### src/rtl/bpd_pkg.sv
// Package: shared types for the two-phase delay cell.
// Assumes: nothing; pure type definitions.
package bpd_pkg;

    // Variant selector for the delay stage.
    typedef enum logic [1:0] {
        BPD_SINGLE = 2'd0,
        BPD_OR2    = 2'd1,
        BPD_CLEAR  = 2'd2,
        BPD_STICKY = 2'd3
    } bpd_mode_e;

endpackage

### src/rtl/bpd_phase_tracker.sv
// Module: bpd_phase_tracker
// Decodes the two phase enables into capture and transfer strobes.
// Flags overlapping phases, and times the gap between the fall of phase 1
// and the rise of phase 2.
// Assumes: both enables are synchronous to clk; HOLD_MAX >= 1.
module bpd_phase_tracker #(
    parameter int HOLD_MAX = 8
) (
    input  logic clk,
    input  logic rst_n,
    input  logic ph1_en,
    input  logic ph2_en,
    output logic cap_en,
    output logic xfer_en,
    output logic hold_expire,
    output logic err_overlap
);
    localparam int CNT_W = $clog2(HOLD_MAX + 1);

    logic             ph1_q;
    logic             waiting;
    logic [CNT_W-1:0] gap_cnt;
    logic             ph1_fall;

    // Purpose: strobes for capture, transfer, phase-1 fall and node expiry.
    always_comb begin
        cap_en      = ph1_en & ~ph2_en;
        xfer_en     = ph2_en & ~ph1_en;
        ph1_fall    = ph1_q & ~ph1_en;
        hold_expire = waiting & ~ph1_en & ~ph2_en
                      & (gap_cnt == CNT_W'(HOLD_MAX));
    end

    // Purpose: remember phase 1 and run the inter-phase hold counter.
    always_ff @(posedge clk) begin
        if (!rst_n) begin
            ph1_q   <= 1'b0;
            waiting <= 1'b0;
            gap_cnt <= '0;
        end else begin
            ph1_q <= ph1_en;
            if (ph1_fall && !ph2_en) begin
                waiting <= 1'b1;
                gap_cnt <= CNT_W'(1);
            end else if (ph1_en || ph2_en || hold_expire) begin
                waiting <= 1'b0;
            end else if (waiting) begin
                gap_cnt <= gap_cnt + CNT_W'(1);
            end
        end
    end

    // Purpose: sticky flag for both phases high in one clock.
    always_ff @(posedge clk) begin
        if (!rst_n)
            err_overlap <= 1'b0;
        else if (ph1_en && ph2_en)
            err_overlap <= 1'b1;
    end

endmodule

### src/rtl/bpd_input_gate.sv
// Module: bpd_input_gate
// Forms the value to capture for the selected variant. Also raises the
// force-low request that the clear variant uses.
// Assumes: fb is the registered stage output.
module bpd_input_gate
    import bpd_pkg::*;
#(
    parameter bpd_mode_e MODE = BPD_SINGLE
) (
    input  logic in_a,
    input  logic in_b,
    input  logic clr,
    input  logic fb,
    output logic nxt,
    output logic force_low
);
    // Purpose: choose the capture expression and clear behaviour per variant.
    always_comb begin
        nxt       = in_a;
        force_low = 1'b0;
        case (MODE)
            BPD_SINGLE: nxt = in_a;
            BPD_OR2:    nxt = in_a | in_b;
            BPD_CLEAR: begin
                nxt       = in_a & ~clr;
                force_low = clr;
            end
            BPD_STICKY: nxt = (in_a | fb) & ~clr;
            default:    nxt = in_a;
        endcase
    end

endmodule

### src/rtl/bpd_output_stage.sv
// Module: bpd_output_stage
// Holds the storage node, the registered true and complement outputs, and
// the sticky hold-lost flag.
// Assumes: cap_en and xfer_en are never high together.
module bpd_output_stage (
    input  logic clk,
    input  logic rst_n,
    input  logic cap_en,
    input  logic xfer_en,
    input  logic hold_expire,
    input  logic force_low,
    input  logic nxt,
    output logic q,
    output logic q_n,
    output logic err_hold_lost
);
    logic node;

    // Purpose: storage node capture, forced clear, and float-high on expiry.
    always_ff @(posedge clk) begin
        if (!rst_n)
            node <= 1'b0;
        else if (force_low)
            node <= 1'b0;
        else if (cap_en)
            node <= nxt;
        else if (hold_expire)
            node <= 1'b1;
    end

    // Purpose: transfer the node to the two output flops in phase 2.
    always_ff @(posedge clk) begin
        if (!rst_n) begin
            q   <= 1'b0;
            q_n <= 1'b1;
        end else if (force_low) begin
            q   <= 1'b0;
            q_n <= 1'b1;
        end else if (xfer_en) begin
            q   <= node;
            q_n <= ~node;
        end
    end

    // Purpose: sticky record that the node outlived its hold limit.
    always_ff @(posedge clk) begin
        if (!rst_n)
            err_hold_lost <= 1'b0;
        else if (hold_expire)
            err_hold_lost <= 1'b1;
    end

endmodule

### src/rtl/biphase_delay_cell.sv
// Module: biphase_delay_cell (top)
// A two-phase dynamic delay stage emulated on one system clock. It
// captures during phase 1, transfers during phase 2, and checks for
// overlap and over-long hold.
// Assumes: all inputs are synchronous to clk; HOLD_MAX >= 1.
module biphase_delay_cell
    import bpd_pkg::*;
#(
    parameter bpd_mode_e MODE     = BPD_SINGLE,
    parameter int        HOLD_MAX = 8
) (
    input  logic clk,
    input  logic rst_n,
    input  logic ph1_en,
    input  logic ph2_en,
    input  logic in_a,
    input  logic in_b,
    input  logic clr,
    output logic q,
    output logic q_n,
    output logic err_overlap,
    output logic err_hold_lost
);
    logic cap_en;
    logic xfer_en;
    logic hold_expire;
    logic nxt;
    logic force_low;

    bpd_phase_tracker #(.HOLD_MAX(HOLD_MAX)) u_phase (
        .clk         (clk),
        .rst_n       (rst_n),
        .ph1_en      (ph1_en),
        .ph2_en      (ph2_en),
        .cap_en      (cap_en),
        .xfer_en     (xfer_en),
        .hold_expire (hold_expire),
        .err_overlap (err_overlap)
    );

    bpd_input_gate #(.MODE(MODE)) u_gate (
        .in_a      (in_a),
        .in_b      (in_b),
        .clr       (clr),
        .fb        (q),
        .nxt       (nxt),
        .force_low (force_low)
    );

    bpd_output_stage u_out (
        .clk           (clk),
        .rst_n         (rst_n),
        .cap_en        (cap_en),
        .xfer_en       (xfer_en),
        .hold_expire   (hold_expire),
        .force_low     (force_low),
        .nxt           (nxt),
        .q             (q),
        .q_n           (q_n),
        .err_hold_lost (err_hold_lost)
    );

endmodule

### config.mk
export PLATFORM = sky130hd
export DESIGN_NAME = biphase_delay_cell
export DESIGN_NICKNAME = d
export VERILOG_FILES = /design/src/rtl/bpd_pkg.sv /design/src/rtl/bpd_phase_tracker.sv /design/src/rtl/bpd_input_gate.sv /design/src/rtl/bpd_output_stage.sv /design/src/rtl/biphase_delay_cell.sv
export SDC_FILE = /design/constraint.sdc
export NUM_CORES = 1
export LEC_CHECK = 0
export BUFFER_PORTS_ARGS = -buffer_cell sky130_fd_sc_hd__buf_2
export CELL_PAD_IN_SITES_DETAIL_PLACEMENT = 1
export CELL_PAD_IN_SITES_GLOBAL_PLACEMENT = 1
export CORE_AREA = 2 2 39 41
export DETAILED_ROUTE_END_ITERATION = 16
export DIE_AREA = 0 0 41 43
export PLACE_DENSITY_LB_ADDON = 0.25
export SKIP_CTS_REPAIR_TIMING = 1
export SYNTH_ARGS = -nofsm -noshare
export SYNTH_HDL_FRONTEND = slang
export SYNTH_HIERARCHICAL = 1
export SYNTH_SLANG_ARGS = --single-unit
### constraint.sdc
create_clock -name clk -period 3.56 [get_ports clk]
set_input_delay 0.534 -clock clk [delete_from_list [all_inputs] [get_ports clk]]
set_output_delay 0.534 -clock clk [all_outputs]
set_load 0.01 [all_outputs]
==> impl_metrics.yaml <==
outcome:
  status: "finished, final reports clean"
floorplan:
  dieArea_um2: 1760
  rows: 14
  chipHeight_um: 43
  core-area_um2: 1380
  initial_core_util: 0.359
  io_pins: 11
  die_x_um: 41
worst_setup_path:
  cp_top_family: "simple AND/OR/NAND/NOR gates"
  crit_chain: "buf_2, or3b_4, or4_1, a21oi_1"
  required_ns: 3.76
  cp-start-kind: "primary input"
  worstPathBufferInverterCount: 1
  cpPeakStageDelay_ns: 0.48
  crit_slowest_cell: "or4_1"
  end_kind: "register"
  crit_fanout: 7
  crit_arrival_ns: 1.72
  worstSetupPathType: "in -> reg"
logic_synthesis:
  synth.cell_area_um2: 497
  synth_flop_cell: "dfxtp_1"
  synth_nets: 66
  synthTopCellsByArea: "dfxtp_1 (44%), a21oi_1 (6.0%), ha_1 (5.0%)"
  yosysWarnings: 6
  yosysTopAreaCell: "dfxtp_1"
  yosys_register_bits: 11
  ys_types: 26
  synth.top_cell.area_share: 0.443
  synth_edf_count: 0
  seq_area_frac_synth: 0.443
  synth-async-reset-ratio: 0
  synthCells: 57
  synth_area_per_cell_um2: 8.71
global_route:
  grt_overflow: 0
  grt_pass1_vias: 376
  grt_pass1_wl_mm: 1.58
  grt_start_max_net_pins: 8
  grt.total_usage: 0.140
  antenna_found_initial: 0
drt:
  drt.antenna.violating_nets: 0
  routed.top_layer: "met4"
  drc_errors: 0
  vias: 397
  wl_met2_um: 425
  dr.pass1.iters: 2
  drt-met1-wl_um: 473
  wl_per_cell_um: 11.3
  wl_met3_um: 31
  viasPerCell: 4.78
  routed_wl_um: 940
  drt_iter0_markers: 7
place:
  dp.cells: 79
  portBuffers: 8
  dp_hpwl_um: 728
  globalplace.congestion: 0.646
  postPlaceCellArea_um2: 542
clock_network:
  cts_inserted_buffers: 3
  cts-root-buf: "clkbuf_4"
  clock-sinks: 11
  clk_latency_ns: 0.26
  cts.path.max_buffers: 2
  clkTransAtPathRegs_ns: 0.07
  htreeDepth: 1
  cts_tree: "done"
job:
  cap_violations: 0
sta:
  hold_viol: 0
  hold_ws_ns: 0.469
  finalSetupTns_ns: 0
  skew_ns: 0.000769
  finalCriticalPeriod_ns: 1.52
  setup_viol: 0
  period_share: 0.427
  grt_setup_unrepaired: "false"
  fmax_mhz: 658
  drv_slew: 0
cells_and_area:
  final_cell_mix: "dfxtp_1 (11), buf_2 (8), a21oi_1 (6)"
  drive_above_1_share: 0.194
  n_antenna_cell: 0
  area_growth_pct: 14.4
  stdcell_area_um2: 568
  nets: 77
  fin_cells: 83
  final_common_cell: "dfxtp_1"
min_path:
  hold_class: "reg -> reg"
power:
  p_total_mw: 0.225
  p_leak_nw: 0.220
  vdd_ir_drop_max_uv: 173
  power_density_nw_per_um2: 395
==> metrics by stage <==
step,utilization,setup WS (ns)
finish,0.410,2.04
floorplan,-,1.97
CTS,0.410,2.05
global route,0.410,1.98
global placement,0.392,1.78
detailed placement,0.392,1.77
==> routing by layer <==
layer  up-vias  global-route usage
met1       179               0.173
li1        212                   -
met5         -                   0
met2         4               0.184
met4         0               0.120
met3         2              0.0471
==> flip-flops by register name, summed over array words and instances, names as in the netlist <==
signal and cells:
u_phase/waiting 1, u_out/q_n 1, u_out/err_hold_lost 1, u_out/node 1, u_phase/gap_cnt 4, u_phase/ph1_q 1
u_out/q 1, u_phase/err_overlap 1
==> cells by family after synthesis <==
family                     Yosys count  synth area share
DFF                                 11             0.443
other                                1           0.00755
and+or+nand+nor                     24             0.295
buffers and inverters                6            0.0604
AOI/OAI and AO/OA                   13             0.144
adders and majority gates            2            0.0504
==> cells in the mapped netlist, types with 2 or more instances <==
| master | instances |
|---|---|
| buf_4 | 2 |
| nor2_1 | 2 |
| nand2b_1 | 2 |
| nand3_1 | 3 |
| a21oi_1 | 6 |
| inv_1 | 4 |
| ha_1 | 2 |
| nor3_1 | 2 |
| nand2_1 | 3 |
| o21ai_0 | 4 |
| nor2b_1 | 2 |
| dfxtp_1 | 11 |
==> worst paths after layout <==
path	start	endpoint	slack (ns)	cells past startpoint
max	ph2_en	u_phase/gap_cnt[2]$_SDFFE_PP0P_	2.04	4
min reg2reg	u_out/err_hold_lost$_SDFFE_PN0P_	u_out/err_hold_lost$_SDFFE_PN0P_	0.47	1
max reg2reg	u_phase/gap_cnt[0]$_SDFFE_PN0P_	u_phase/gap_cnt[2]$_SDFFE_PP0P_	2.11	5
min	u_out/err_hold_lost$_SDFFE_PN0P_	u_out/err_hold_lost$_SDFFE_PN0P_	0.47	1
==> where the power goes <==
group          internal [mW]  switching, mW  total, mW
sequential             0.126        0.00126      0.127
combinational        0.00632        0.00814     0.0145
clock                 0.0433         0.0400     0.0834
total                  0.175         0.0494      0.225
==> area by class of cell <==
cell class	instances	area, um2
Clock buffer	4	26.3
Fill cell	177	816
Sequential cell	11	220
Timing Repair Buffer	8	40.0
Tap cell	16	20.0
Inverter	4	15.0
Multi-Input combinational cell	40	246
Power figures use the tool's default switching activity.
